--- src/rtl/obm_pkg.sv ---
// Package: shared sample type and subcarrier-to-bin helper for the bin mapper.
// Assumes two's-complement samples and a power-of-two frame length.
package obm_pkg;
    localparam int SAMP_W = 16;

    typedef struct packed {
        logic signed [SAMP_W-1:0] re;
        logic signed [SAMP_W-1:0] im;
    } cplx_t;

    // Map a signed subcarrier number onto its natural-order IFFT bin.
    function automatic int sub_to_bin(input int sub, input int nbins);
        return (sub < 0) ? (nbins + sub) : sub;
    endfunction
endpackage

--- src/rtl/obm_seq.sv ---
// Module: frame sequencer. It accepts one byte at a time and holds it, then
// walks the bin counter from 0 to NBINS-1. It stays not-ready until the frame is done.
// Assumes the output side never stalls.
module obm_seq #(
    parameter int NBINS  = 64,
    parameter int BYTE_W = 8,
    localparam int IDX_W = $clog2(NBINS)
) (
    input  logic              clk,
    input  logic              rst_n,
    input  logic              in_valid,
    input  logic [BYTE_W-1:0] in_byte,
    output logic              in_ready,
    output logic              busy,
    output logic [IDX_W-1:0]  bin_idx,
    output logic              last,
    output logic [BYTE_W-1:0] byte_q
);
    localparam logic [IDX_W-1:0] LAST_IDX = IDX_W'(NBINS - 1);

    logic accept;

    assign in_ready = ~busy;
    assign accept   = in_valid & in_ready;
    assign last     = busy & (bin_idx == LAST_IDX);

    // Control state: start a frame on accept, count bins, stop after the last one.
    always_ff @(posedge clk) begin
        if (!rst_n) begin
            busy    <= 1'b0;
            bin_idx <= '0;
        end else if (accept) begin
            busy    <= 1'b1;
            bin_idx <= '0;
        end else if (busy) begin
            bin_idx <= bin_idx + 1'b1;
            if (bin_idx == LAST_IDX) busy <= 1'b0;
        end
    end

    // Data hold: capture the byte only on the accepting edge.
    always_ff @(posedge clk) begin
        if (!rst_n)      byte_q <= '0;
        else if (accept) byte_q <= in_byte;
    end

    // The counter steps by exactly one while a frame runs.
    assert_bin_step_R2: assert property (@(posedge clk) disable iff (!rst_n)
        (busy && bin_idx != LAST_IDX) |=> (busy && bin_idx == $past(bin_idx) + 1'b1));
    // An accepted byte starts the frame at bin 0.
    assert_frame_start_R2: assert property (@(posedge clk) disable iff (!rst_n)
        (in_valid && in_ready) |=> (busy && bin_idx == '0));
    // The held byte cannot change while its frame is streaming.
    assert_byte_hold_R3: assert property (@(posedge clk) disable iff (!rst_n)
        (busy && $past(busy)) |-> $stable(byte_q));
endmodule

--- src/rtl/obm_qpsk_map.sv ---
// Module: sign-bit QPSK mapper. It turns a byte into BYTE_W/2 symbols.
// Symbol 0 takes the most significant pair. In each pair, the upper bit sets
// the real sign and the lower bit sets the imaginary sign. A set bit means +AMP.
module obm_qpsk_map
    import obm_pkg::*;
#(
    parameter int BYTE_W = 8,
    parameter logic signed [SAMP_W-1:0] AMP = 16'sd8192,
    localparam int NSYM = BYTE_W / 2
) (
    input  logic [BYTE_W-1:0] byte_in,
    output cplx_t [NSYM-1:0]  sym
);
    localparam logic signed [SAMP_W-1:0] NAMP = -AMP;

    for (genvar g = 0; g < NSYM; g++) begin : g_sym
        localparam int HI = BYTE_W - 1 - 2*g;
        // Per-symbol sign selection from its bit pair.
        always_comb begin
            sym[g].re = byte_in[HI]     ? AMP : NAMP;
            sym[g].im = byte_in[HI - 1] ? AMP : NAMP;
        end
    end
endmodule

--- src/rtl/obm_bin_alloc.sv ---
// Module: subcarrier allocator. For a given bin index it picks a data symbol,
// a pilot, or zero. Data goes on subcarriers +1..+NSYM and pilots on +/-7 and +/-21.
// Assumes NBINS is large enough to hold every pilot subcarrier.
module obm_bin_alloc
    import obm_pkg::*;
#(
    parameter int NBINS = 64,
    parameter int NSYM  = 4,
    parameter logic signed [SAMP_W-1:0] AMP = 16'sd8192,
    localparam int IDX_W = $clog2(NBINS)
) (
    input  logic [IDX_W-1:0] bin_idx,
    input  cplx_t [NSYM-1:0] sym,
    output cplx_t            bin_val
);
    localparam int NPIL = 4;
    localparam int PIL_SUB [NPIL] = '{-21, -7, 7, 21};

    logic [NPIL-1:0] pil_hit;
    logic [NSYM-1:0] dat_hit;

    for (genvar p = 0; p < NPIL; p++) begin : g_pil
        assign pil_hit[p] = (bin_idx == IDX_W'(sub_to_bin(PIL_SUB[p], NBINS)));
    end
    for (genvar d = 0; d < NSYM; d++) begin : g_dat
        assign dat_hit[d] = (bin_idx == IDX_W'(d + 1));
    end

    // Select the bin content; anything not data or pilot stays zero.
    always_comb begin
        bin_val = '0;
        if (|pil_hit) begin
            bin_val.re = AMP;
            bin_val.im = '0;
        end
        for (int d = 0; d < NSYM; d++) begin
            if (dat_hit[d]) bin_val = sym[d];
        end
    end

    // Pilot and data positions never overlap.
    assert_no_overlap_R7: assert property (@(bin_idx) !((|pil_hit) && (|dat_hit)));
endmodule

--- src/rtl/ofdm_bin_mapper.sv ---
// Module: top of the QPSK-to-OFDM bin mapper. It takes one byte and streams
// one NBINS-bin frame, one bin per clock in natural order.
// Assumes a synchronous active-low reset and a downstream that never stalls.
module ofdm_bin_mapper
    import obm_pkg::*;
#(
    parameter int NBINS  = 64,
    parameter int BYTE_W = 8,
    parameter logic signed [SAMP_W-1:0] AMP = 16'sd8192,
    localparam int IDX_W = $clog2(NBINS),
    localparam int NSYM  = BYTE_W / 2
) (
    input  logic                     clk,
    input  logic                     rst_n,
    input  logic                     in_valid,
    output logic                     in_ready,
    input  logic [BYTE_W-1:0]        in_byte,
    output logic                     out_valid,
    output logic [IDX_W-1:0]         out_bin,
    output logic signed [SAMP_W-1:0] out_i,
    output logic signed [SAMP_W-1:0] out_q,
    output logic                     out_last
);
    logic              busy;
    logic [IDX_W-1:0]  bin_idx;
    logic              last;
    logic [BYTE_W-1:0] byte_q;
    cplx_t [NSYM-1:0]  sym;
    cplx_t             bin_val;

    obm_seq #(.NBINS(NBINS), .BYTE_W(BYTE_W)) u_seq (
        .clk(clk), .rst_n(rst_n), .in_valid(in_valid), .in_byte(in_byte),
        .in_ready(in_ready), .busy(busy), .bin_idx(bin_idx), .last(last),
        .byte_q(byte_q)
    );

    obm_qpsk_map #(.BYTE_W(BYTE_W), .AMP(AMP)) u_map (
        .byte_in(byte_q), .sym(sym)
    );

    obm_bin_alloc #(.NBINS(NBINS), .NSYM(NSYM), .AMP(AMP)) u_alloc (
        .bin_idx(bin_idx), .sym(sym), .bin_val(bin_val)
    );

    assign out_valid = busy;
    assign out_bin   = bin_idx;
    assign out_i     = bin_val.re;
    assign out_q     = bin_val.im;
    assign out_last  = last;

    // DC never carries energy.
    assert_dc_zero_R8: assert property (@(posedge clk) disable iff (!rst_n)
        (out_valid && out_bin == '0) |-> (out_i == '0 && out_q == '0));
    // The +7 pilot is real and positive.
    assert_pilot_R7: assert property (@(posedge clk) disable iff (!rst_n)
        (out_valid && out_bin == IDX_W'(7)) |-> (out_i == AMP && out_q == '0));
    // The first data bin follows the top bit pair of the held byte.
    assert_first_sym_R4: assert property (@(posedge clk) disable iff (!rst_n)
        (out_valid && out_bin == IDX_W'(1)) |->
        (out_i == (byte_q[BYTE_W-1] ? AMP : -AMP) && out_q == (byte_q[BYTE_W-2] ? AMP : -AMP)));
    // The most negative subcarrier is a guard bin.
    assert_guard_zero_R9: assert property (@(posedge clk) disable iff (!rst_n)
        (out_valid && out_bin == IDX_W'(NBINS/2)) |-> (out_i == '0 && out_q == '0));
    // No byte is offered as accepted while a frame streams.
    assert_busy_blocks_R3: assert property (@(posedge clk) disable iff (!rst_n)
        out_valid |-> !in_ready);
endmodule

--- config.mk ---
export PLATFORM = sky130hd
export DESIGN_NAME = ofdm_bin_mapper
export DESIGN_NICKNAME = d
export VERILOG_FILES = /design/src/rtl/obm_pkg.sv /design/src/rtl/obm_seq.sv /design/src/rtl/obm_qpsk_map.sv /design/src/rtl/obm_bin_alloc.sv /design/src/rtl/ofdm_bin_mapper.sv
export SDC_FILE = /design/constraint.sdc
export NUM_CORES = 1
export LEC_CHECK = 0
export ABC_CLOCK_PERIOD_IN_PS = 3700
export BUFFER_PORTS_ARGS = -buffer_cell sky130_fd_sc_hd__buf_2
export CORE_MARGIN = 4
export CORE_UTILIZATION = 30
export CTS_CLUSTER_DIAMETER = 40
export CTS_CLUSTER_SIZE = 28
export DETAILED_ROUTE_END_ITERATION = 6
export PLACE_DENSITY = 0.6
export SLEW_MARGIN = 25
export SYNTH_ARGS = -nofsm -noshare
export SYNTH_HDL_FRONTEND = slang
export SYNTH_SLANG_ARGS = --single-unit
--- constraint.sdc ---
create_clock -name clk -period 3.7 [get_ports clk]
set_input_delay 0.185 -clock clk [delete_from_list [all_inputs] [get_ports clk]]
set_output_delay 0.185 -clock clk [all_outputs]
set_load 0.05 [all_outputs]
Word-level counts from Yosys, hierarchy flattened:

Cells that the tools add are included.

* word-level logic and storage cells: 35
* input bits: 11
* output and inout bits: 41
* register bits: 15

* bitwise logic cells: 4
* reduce and logical (&&, ||, !) cells: 2
* mux-type cells: 16
* eq/ne operators: 9
* add/sub/neg operators: 1

Operators by type and width (count)
* $mux 16: 8
* $mux 32: 4
* $mux 30: 1
* $eq 6x6->1 const B: 3
* $eq 6x2->1 const B: 2
* $eq 6x3->1 const B: 2
* $add 6x1->6 const B: 1
* $eq 6x1->1 const B: 1
* $eq 6x5->1 const B: 1
* $reduce_or 4->1: 1
* $mux 1: 3
* $and 1x1->1: 2
* $not 1->1: 2
* $reduce_or 2->1: 1

Depth between registers and ports, before layout:

Gate-level depths: netlist of the first run.

* depth in word-level cells: 7
* mapped depth: 6
* depth with buffers taken out: 5

By module:

A second synthesis of the first run with hierarchy kept.

* cells, all modules: 322
* area, all modules: 2620.0 µm²

By module, submodules not included
* obm_bin_alloc: area each 1073.5 µm², seq. area each 0.0 µm², cells each 124, instances 1
* obm_qpsk_map: area each 938.4 µm², seq. area each 0.0 µm², cells each 130, instances 1
* obm_seq: area each 608.1 µm², seq. area each 300.3 µm², cells each 68, instances 1

Least setup slack after synthesis of the first run:

OpenSTA, ideal clock, no wires.

* path type: register -> output
* from: reg u_seq.bin_idx[0]
* to: out out_i[15]
* stages on the path, launching flop included: 7
* path buffers: 1
* data required time: 3515 ps
* slack: 938 ps
* arrival: 2577 ps
* cells stage by stage: dfxtp_1 > inv_1 > ha_1 > nor3b_1 > o31ai_1 > a21oi_1 > buf_4

* cells in the longest elaborated chain, start to end: 5
* elaborated cells on any way between the ends: 8
* those cells by class: eq/ne (4); mux (4)

Ends and longest elaborated chain
* from (decl): RTL line obm_seq.sv:15 `output logic [IDX_W-1:0] bin_idx,`
* from (signal assigned): RTL line obm_seq.sv:36 `bin_idx <= bin_idx + 1'b1;`
* $eq 6x1->1: RTL line obm_bin_alloc.sv:26 `assign dat_hit[d] = (bin_idx == IDX_W'(d + 1));`
* $mux 32 (3 in a row): RTL line obm_bin_alloc.sv:37 `if (dat_hit[d]) bin_val = sym[d];`
* $mux 32 (*): RTL line obm_bin_alloc.sv:37
* to (decl): RTL line ofdm_bin_mapper.sv:20 `output logic signed [SAMP_W-1:0] out_i,`

Every way passes the cells marked *; elsewhere a longest branch is shown, timed or not.

Final worst setup path of the first run:

* from: reg u_seq.bin_idx[0]
* to: out out_i[13]

* cells in the longest elaborated chain, start to end: 7
* elaborated cells on any way between the ends: 14
* those cells by class: eq/ne (8); mux (5); reduce/logical (1)

Ends and longest elaborated chain
* $eq 6x6->1, or another cell as far along: RTL line obm_bin_alloc.sv:23 `assign pil_hit[p] = (bin_idx == IDX_W'(sub_to_bin(PIL_SUB[p], NBINS)));`
* $reduce_or 4->1: RTL line obm_bin_alloc.sv:32 `if (|pil_hit) begin`
* $mux 30: RTL line obm_bin_alloc.sv:32
* $mux 32 (3 in a row): RTL line obm_bin_alloc.sv:37
* $mux 32 (*): RTL line obm_bin_alloc.sv:37

Marked as above.

==> results of run 1 <==
[per-layer routing]
layer,wire length [um],vias up
li1,-,412
met1,802,356
met2,946,31
met3,192,0
met4,0,0
met5,0,-
[state kept, by name, indices dropped and copies added, names as in the netlist]
name / count
u_seq.byte_q: 8
u_seq.bin_idx: 6
u_seq.busy: 1
[stage by stage]
stage               setup slack, ns  total power, mW
floorplan                     0.938            0.319
global placement               1.92            0.313
detailed placement             1.92            0.313
CTS                            1.58            0.407
global route                   1.43            0.424
finish                         1.60            0.401
[power by group through the flow]
| stage | sequential, mW | clock (mW) | combinational (mW) |
|---|---|---|---|
| 2_1_floorplan | 0.183 | 0 | 0.136 |
| 3_5_place_dp | 0.180 | 0 | 0.134 |
| 5_1_grt | 0.178 | 0.105 | 0.141 |
| 3_3_place_gp | 0.180 | 0 | 0.134 |
| 6_report | 0.176 | 0.0918 | 0.133 |
| 4_1_cts | 0.176 | 0.0972 | 0.134 |
[layout make-up]
type,instances,area [um2]
inverters,3,11.3
multi-input cells,104,588
well taps,46,57.6
flip-flops and latches,15,300
repair buffers,25,125
clock buffers,4,26.3
fillers,390,2250
[final timing paths]
kind	start	end	slack (ns)
worst max-delay path	u_seq.bin_idx[0]$_SDFFE_PP0P_	out_i[13]	1.60
worst min-delay path	in_byte[2]	u_seq.byte_q[2]$_SDFFE_PN0P_	0.15
worst max register to register	u_seq.busy$_SDFF_PN0_	u_seq.bin_idx[5]$_SDFFE_PP0P_	2.26
worst min register to register	u_seq.byte_q[1]$_SDFFE_PN0P_	u_seq.byte_q[1]$_SDFFE_PN0P_	0.46
[cells by family (layout without fill, tap and decap cells)]
family / after synthesis / after routing
XOR/XNOR: 4 / 4
adder cells (fa/ha/maj): 5 / 5
AO/OA/AOI/OAI: 21 / 21
other: 1 / 26
flip-flops: 15 / 15
multiplexers: 2 / 2
AND/OR/NAND/NOR: 46 / 46
buffers and inverters: 37 / 32
[synth_stat cells (all sizes together)]
library cell / count / area, um2
xor2: 3 / 26.3
o41ai: 1 / 8.76
a21oi: 5 / 25.0
nand2b: 1 / 6.26
nand4: 2 / 27.5
nor2: 8 / 30.0
buf: 33 / 250
xnor2: 1 / 8.76
o21a: 2 / 15.0
a21boi: 8 / 60.1
nor3: 2 / 10.0
conb: 1 / 3.75
nand2: 21 / 78.8
o22ai: 1 / 6.26
ha: 5 / 62.6
or3: 2 / 17.5
inv: 3 / 11.3
o31ai: 2 / 15.0
nor3b: 2 / 15.0
clkbuf: 1 / 5.00
mux2i: 2 / 20.0
or2: 2 / 12.5
nor2b: 4 / 25.0
dfxtp: 15 / 300
o21ai: 2 / 10.0
nand3: 2 / 10.0
[worst max-delay path: cells and delay by family (launching register included)]
kind / cells / cell delay [ns]
buffers and inverters: 1 / 0.25
DFF: 1 / 0.50
AOI/OAI and AO/OA: 2 / 0.49
and+or+nand+nor: 1 / 0.08
adders and majority gates: 1 / 0.32
==> flow_summary_export.csv, run 1 <==
group,metric,value,unit
global_route,use_met1,10.5,%
clocking,root_buffer,"clkbuf_4",
drt,vias,799,
pwr,peakVddDrop,81.9,uV
global_route,grt_first_pass_wirelength,2900,um
synthesis,synth-xor-area-share,3.30,%
drt,wl_per_cell,9.85,um
clocking,path_clk_slew,0.09,ns
place,finalWeightedCongestion,0.746,
timing,worst_pin_slew,0.560,ns
drt,drtIter0Drc,33,
clocking,tritoncts,"built",
setup_path,slowest_delay,0.50,ns
setup_path,path_cells,"ha_1, nor3_1, o41ai_1, o21a_1, buf_2",
drt,drtPass1Iterations,4,
global_route,grt_start_max_net_pins,12,
pwr,p_int,0.232,mW
synthesis,synth_top_family_by_area,"buffers and inverters",
synthesis,synth_cell_type_count,30,
run,cap_violations,0,
final_layout,fin_cells,197,
global_route,grt_pass1_vias,629,
setup_path,worstPathArrival,1.92,ns
pwr,power_density,362,mW/mm2
timing,min_period,2.10,ns
setup_path,critPathRequiredTime,3.51,ns
floorplan,initial_core_util,31.5,%
global_route,top_usage_layer,"met2",
pwr,switchingPower,0.169,mW
drt,ant_nets,0,
timing,holdWs,0.149,ns
synthesis,seq_area_frac_synth,28.3,%
timing,skew,0.00246,ns
floorplan,core,0.00336,mm2
floorplan,num_io_pins,52,
floorplan,core.rowCount,21,
setup_path,crit_path_start_kind,"flop",
pwr,p_clk_share,22.9,%
min_path,hold_path.class,"primary input to flop",
synthesis,synth_warnings,0,
clocking,cts_buffers,3,
synthesis,netlist_area,0.00106,mm2
pwr,seqPwrFrac,43.8,%
pwr,switching_share,42.1,%
synthesis,syn_inst,131,
clocking,cts_resized,0,
synthesis,synth_compound_area_share,13.2,%
synthesis,synth.area.mux_share,1.89,%
pwr,power_frac_comb,33.3,%
min_path,holdPathStages,3,
clocking,cts_max_level,1,
place,dp_cells,193,
final_layout,area_growth,4.48,%
timing,clock.fmax,475,MHz
place,placed_area,0.00108,mm2
timing,min_period_over_period,56.8,%
clocking,clockBufferDepth,2,
global_route,antenna_found_initial,0,
timing,hold_violations,0,
floorplan,fp.dieH,67.5,um
setup_path,critPathCaptureType,"output pin",
floorplan,dieArea,0.00455,mm2
setup_path,cp_slowest_cell,"dfxtp_1",
synthesis,syn_avg_cell_area,8.10,um2
clocking,post-cts-setup-buffers,0,
pwr,power_leakage,0.515,nW
setup_path,ff2ff_path_depth,3,
drt,vias_per_cell,4.06,
floorplan,die_w,67.5,um
clocking,cts_sinks,15,
final_layout,final_common_cell,"conb_1",
global_route,grt_usage,8.48,%
global_route,overflow,0,
setup_path,critPathKind,"flop to output pin",
final_layout,fin_area,0.00111,mm2
final_layout,final_nets,168,
timing,fin_setup_tns,0,ns
final_layout,drive_gt1_share,21.2,%
final_layout,utilization,33.0,%
synthesis,synth_fa_ha_area_share,5.90,%
timing,rsz0062_at_grt,"no",
final_layout,diodes,0,
timing,final_max_slew_viol_count,0,
synthesis,synth-simple-area-share,21.9,%
timing,maxSlewHeadroom,62.6,%
clocking,cts-hold-fix-buffers,0,
outcome,status,"complete, no violations",
global_route,use_met2,12.6,%
setup_path,path_max_fanout,7,
timing,setup_viol,0,
global_route,use_met3,2.16,%
final_layout,final_cell_mix,"conb_1 (26), buf_2 (25), nand2_1 (21)",
drt,wl,1940,um
drt,post-route-drc-count,0,
synthesis,ys_ff_latch,15,
place,portBuffers,25,
place,hpwl,1530,um
clocking,clkLatencyLatePin,0.28,ns
(Power assumes the default switching activity.)
==> inputs of run 2 (changes only) <==
- ABC_CLOCK_PERIOD_IN_PS: 3700 -> 2000
- clock period: 3.7 -> 2 ns (I/O delays scaled with it)
==> run 2 against run 1 <==
  * Clock skew rose by 0.0055 ns
  * Clock power grew 93%
  * Sequential share of layout area is 1.1 points lower
  * Global-route usage is 1.4 points higher
  * Critical endpoint is now out_q[14]
==> flow_summary_export.csv, run 2 (synthesis results as in run 1) <==
group,metric,value,unit
global_route,grt_pass1_vias,709,
floorplan,initial_core_util,31.5,%
pwr,power_leakage,0.529,nW
setup_path,critPathKind,"flop to output pin",
global_route,antenna_found_initial,0,
floorplan,core.rowCount,21,
drt,ant_nets,0,
pwr,power,0.761,mW
place,finalWeightedCongestion,0.749,
clocking,clkLatencyLatePin,0.29,ns
drt,vias_per_cell,4.11,
drt,drtIter0Drc,41,
drt,post-route-drc-count,0,
timing,hold_violations,0,
pwr,seqPwrFrac,42.6,%
timing,holdWs,0.0397,ns
final_layout,final_common_cell,"conb_1",
place,dp_cells,194,
pwr,p_clk_share,23.3,%
floorplan,num_io_pins,52,
timing,setup_viol,0,
global_route,grt_start_max_net_pins,12,
final_layout,nFillCells,372,
pwr,power_density,643,mW/mm2
place,hpwl,1620,um
global_route,overflow,0,
clocking,cts_buffers,3,
drt,wl_met3,140,um
final_layout,final_cell_mix,"conb_1 (26), nand2_1 (21), buf_2 (20)",
setup_path,critPathCaptureType,"output pin",
timing,skew,0.00798,ns
clocking,cts_max_level,1,
final_layout,area_growth,11.7,%
clocking,tritoncts,"built",
drt,wl_per_cell,10.2,um
drt,vias,814,
setup_path,worstPathArrival,1.76,ns
pwr,switchingPower,0.326,mW
final_layout,diodes,0,
timing,min_period,1.86,ns
timing,min_period_over_period,93.1,%
global_route,grt_first_pass_wirelength,3330,um
pwr,switching_share,42.8,%
final_layout,largest_reg_flops,8,
setup_path,crit_path_start_kind,"flop",
min_path,hold_path.class,"primary input to flop",
setup_path,path_max_fanout,7,
floorplan,dieArea,0.00455,mm2
timing,rsz0062_at_grt,"no",
final_layout,drive_gt1_share,28.9,%
floorplan,die_w,67.5,um
run,cap_violations,0,
floorplan,fp.dieH,67.5,um
drt,route.top_layer_used,"met4",
drt,wl,2020,um
timing,worst_pin_slew,0.518,ns
final_layout,fin_cells,198,
global_route,grt_usage,9.92,%
clocking,post-cts-setup-buffers,0,
final_layout,largest-register,"u_seq.byte_q",
clocking,clockBufferDepth,2,
final_layout,reg_top3,"u_seq.byte_q (8), u_seq.bin_idx (6), u_seq.busy (1)",
floorplan,core,0.00336,mm2
drt,drtPass1Iterations,4,
final_layout,utilization,35.2,%
clocking,root_buffer,"clkbuf_4",
outcome,status,"complete, no violations",
drt,met2WireLength,947,um
timing,maxSlewHeadroom,65.4,%
final_layout,final_nets,169,
pwr,power_frac_comb,34.1,%
timing,final_max_slew_viol_count,0,
place,portBuffers,25,
clocking,cts_sinks,15,
pwr,p_int,0.436,mW
drt,m1WireLength,858,um
setup_path,critPathRequiredTime,1.90,ns
timing,clock.fmax,537,MHz
clocking,path_clk_slew,0.10,ns
pwr,peakVddDrop,172,uV
## run 2: cell types whose count changed in the layout (fill, tap and decap cells not counted), moves of 2 or more
| cell | change |
|---|---|
| buf_2 | -5 |
| clkbuf_4 | +5 |
| a21oi_1 | -2 |
| a21oi_4 | +2 |
| dfxtp_1 | -2 |
| dfxtp_4 | +2 |
| ha_1 | -2 |
| ha_2 | +2 |
| o31ai_1 | -2 |
| o31ai_2 | +2 |
## run 2: routing by layer
metal  track usage (%)  vias up
met3              1.83        5
met2              14.2       30
met1              12.4      366
met5                 0        -
met4              9.11        0
li1                  -      413
## run 2: final timing paths
kind,from,to,slack (ns),depth (start not counted)
setup / recovery,u_seq.bin_idx[1]$_SDFFE_PP0P_,out_q[14],0.14,6
hold / removal,in_byte[3],u_seq.byte_q[3]$_SDFFE_PN0P_,0.04,3
setup reg to reg,u_seq.busy$_SDFF_PN0_,u_seq.bin_idx[5]$_SDFFE_PP0P_,0.60,3
hold reg to reg,u_seq.byte_q[0]$_SDFFE_PN0P_,u_seq.byte_q[0]$_SDFFE_PN0P_,0.47,2
## run 2: final cells by class
type | instances | area [um2] | area share [%]
well taps | 46 | 57.6 | 4.86
flip-flops and latches | 15 | 308 | 26.0
clock inverters | 1 | 5.00 | 0.422
inverters | 3 | 11.3 | 0.950
clock buffers | 3 | 22.5 | 1.90
repair buffers | 26 | 145 | 12.2
multi-input cells | 104 | 636 | 53.6
## run 2: critical path: stages, from the launching register on
cell	delay, ns
dfxtp_4	0.40
inv_1	0.06
ha_1	0.24
nor3b_1	0.17
o31ai_2	0.29
a21oi_4	0.08
clkbuf_4	0.22
## run 2: repair_timing
item / 4_1_cts / 5_1_grt
resized for setup: 1 / 12
endpoints found under the setup margin: 4 / 5
pin swaps: 0 / 1
hold buffers: 0 / 0
## run 2: power groups by stage
stage | Clock (mW) | Combinational [mW] | Sequential, mW
finish | 0.177 | 0.260 | 0.324
global route | 0.204 | 0.276 | 0.328
CTS | 0.189 | 0.254 | 0.326
detailed placement | 0 | 0.253 | 0.333
floorplan | 0 | 0.256 | 0.339
global placement | 0 | 0.251 | 0.333
## run 2: stage by stage
step	setup WS [ns]	instance area (um2)	TNS, ns
after global placement	0.360	1110	0
after detailed placement	0.339	1110	0
after CTS	-0.00511	1150	-0.00942
final	0.138	1180	0
after global routing	0.0108	1180	0
after floorplan	0.0651	1180	0
==> inputs of run 3 (changes only) <==
- CELL_PAD_IN_SITES_DETAIL_PLACEMENT: not set -> 0
- CELL_PAD_IN_SITES_GLOBAL_PLACEMENT: not set -> 1
- PLACE_DENSITY: 0.6 -> 0.79
==> run 3 against run 2 <==
  * Count of clock-buffer cells in the layout rose by 1
  * Critical path depth did not move
  * Non-clock buffer count did not move
  * Cell count did not move
  * Flip-flop and latch count did not move
  * Fmax fell by 0.42%
  * Clock skew fell by 0.0065 ns
  * Sequential power barely moved
  * First-iteration DRC count rose by 2.4%
  * Clock power fell by 5%
  * Highest routed layer unchanged
==> flow_summary_export.csv, run 3 (synthesis results as in run 1) <==
group,metric,value,unit
global_route,grt_first_pass_wirelength,3170,um
floorplan,dieArea,0.00455,mm2
pwr,p_clk_share,22.5,%
pwr,power_frac_comb,34.3,%
setup_path,path_cells,"inv_1, ha_1, nor3b_2, o31ai_2, a21oi_4, clkbuf_4",
final_layout,final_common_cell,"conb_1",
final_layout,final_nets,169,
clocking,cts_max_level,1,
drt,drtPass1Iterations,2,
pwr,switching_share,41.9,%
setup_path,worstPathArrival,1.77,ns
setup_path,timing.rr.start,"u_seq.busy$_SDFF_PN0_",
floorplan,initial_core_util,31.5,%
clocking,cts_sinks,15,
timing,holdWs,0.0629,ns
setup_path,slowest_delay,0.40,ns
timing,skew,0.00149,ns
floorplan,fp.dieH,67.5,um
setup_path,rrSetupSlack,0.64,ns
setup_path,path_max_fanout,7,
timing,hold_violations,0,
clocking,clkLatencyLatePin,0.28,ns
global_route,grt_usage,9.25,%
setup_path,critPathTopFamily,"flip-flops",
final_layout,final_cell_mix,"conb_1 (26), nand2_1 (21), buf_2 (21)",
outcome,status,"complete, no violations",
setup_path,critPathCaptureType,"output pin",
setup_path,r2r-end,"u_seq.bin_idx[5]$_SDFFE_PP0P_",
timing,fin_setup_tns,0,ns
drt,wl_per_cell,10.3,um
timing,setup_viol,0,
final_layout,largest-register,"u_seq.byte_q",
global_route,grt_pass1_vias,740,
timing,min_period_over_period,93.5,%
timing,clock.fmax,535,MHz
final_layout,area_growth,11.3,%
floorplan,core.rowCount,21,
run,cap_violations,0,
floorplan,die_w,67.5,um
drt,drtIter0Drc,42,
pwr,switchingPower,0.316,mW
final_layout,drive_gt1_share,27.6,%
setup_path,critPathRequiredTime,1.90,ns
final_layout,reg_top3,"u_seq.byte_q (8), u_seq.bin_idx (6), u_seq.busy (1)",
floorplan,num_io_pins,52,
setup_path,crit_buf_inv,2,
timing,final_max_slew_viol_count,0,
final_layout,largest_reg_flops,8,
setup_path,path_depth,6,
global_route,overflow,0,
drt,vias,827,
pwr,peakVddDrop,130,uV
pwr,power_leakage,0.536,nW
clocking,tritoncts,"built",
min_path,hold_path_startpoint,"in_byte[5]",
setup_path,crit_start,"u_seq.bin_idx[1]$_SDFFE_PP0P_",
pwr,seqPwrFrac,43.2,%
clocking,cts-hold-fix-buffers,0,
global_route,antenna_found_initial,0,
clocking,root_buffer,"clkbuf_4",
drt,wl,2040,um
drt,vias_per_cell,4.18,
place,portBuffers,25,
pwr,p_int,0.438,mW
floorplan,core,0.00336,mm2
timing,min_period,1.87,ns
drt,ant_nets,0,
setup_path,endpoint,"out_i[15]",
timing,rsz0062_at_grt,"no",
place,finalWeightedCongestion,0.780,
min_path,hold_path.class,"primary input to flop",
setup_path,cp_slowest_cell,"dfxtp_4",
setup_path,critPathKind,"flop to output pin",
setup_path,ff2ff_path_depth,3,
pwr,power_density,638,mW/mm2
clocking,cts_buffers,3,
global_route,grt_start_max_net_pins,12,
clocking,clockBufferDepth,2,
setup_path,crit_path_start_kind,"flop",
place,hpwl,1680,um
final_layout,diodes,0,
drt,post-route-drc-count,0,
clocking,path_clk_slew,0.08,ns
## run 3: cell types whose count changed in the layout (fill, tap and decap cells not counted), sizes merged
cell,change
buf,+3
clkbuf,-2
clkinv,-1
## run 3: layout make-up
class	instances	area, um2
fill	373	2180
multi-input combinational	104	636
sequential	15	308
timing repair buffer	26	143
tap	46	57.6
clock buffer	4	26.3
inverter	3	11.3
## run 3: timing repair
| item | in CTS | in global routing |
|---|---|---|
| gates resized for setup | 1 | 12 |
| setup endpoints to repair | 2 | 5 |
| pin swaps | 0 | 1 |
| buffers inserted | 0 | 0 |
## run 3: worst reg2reg max path: cells and delay by family, from the launching register on
family,cells,cell delay (ns)
AND/OR/NAND/NOR,2,0.56
AO/OA/AOI/OAI,1,0.14
flip-flops,1,0.59
## run 3: worst min path at each step
stage / cells after the start / slack (ns) / to
after detailed placement: 3 / 0.36 / u_seq.byte_q[5]$_SDFFE_PN0P_
final: 3 / 0.06 / u_seq.byte_q[5]$_SDFFE_PN0P_
after global routing: 3 / 0.05 / u_seq.byte_q[5]$_SDFFE_PN0P_
after CTS: 3 / 0.06 / u_seq.byte_q[5]$_SDFFE_PN0P_
after global placement: 3 / 0.36 / u_seq.byte_q[0]$_SDFFE_PN0P_
after floorplan: 2 / 0.24 / u_seq.busy$_SDFF_PN0_
## run 3: layer usage
layer  vias up  routed length [um]  global-route usage, %  part of all wire, %
met5         -                   0                      0                    0
met4         0                  51                   6.84                  2.5
met3         4                 179                   1.33                  8.8
met2        34                 982                   15.4                   48
met1       371                 824                   10.6                   40
li1        418                   -                      -                    -
## run 3: power groups by stage
stage / sequential, mW / clock [mW] / combinational (mW)
detailed placement: 0.334 / 0 / 0.251
global placement: 0.333 / 0 / 0.250
finish: 0.325 / 0.169 / 0.259
floorplan: 0.339 / 0 / 0.256
global route: 0.328 / 0.190 / 0.275
CTS: 0.327 / 0.178 / 0.253
## run 3: metrics by stage
step	worst slack, ns	total power [mW]	cell area, um2	utilization [%]	cells
final	0.130	0.754	1180	35.1	198
after global routing	0.0214	0.792	1180	35.1	198
after CTS	0.0186	0.757	1150	34.1	198
after detailed placement	0.325	0.585	1110	33.1	194
after global placement	0.381	0.583	1110	33.1	194
after floorplan	0.0651	0.595	1180	-	156
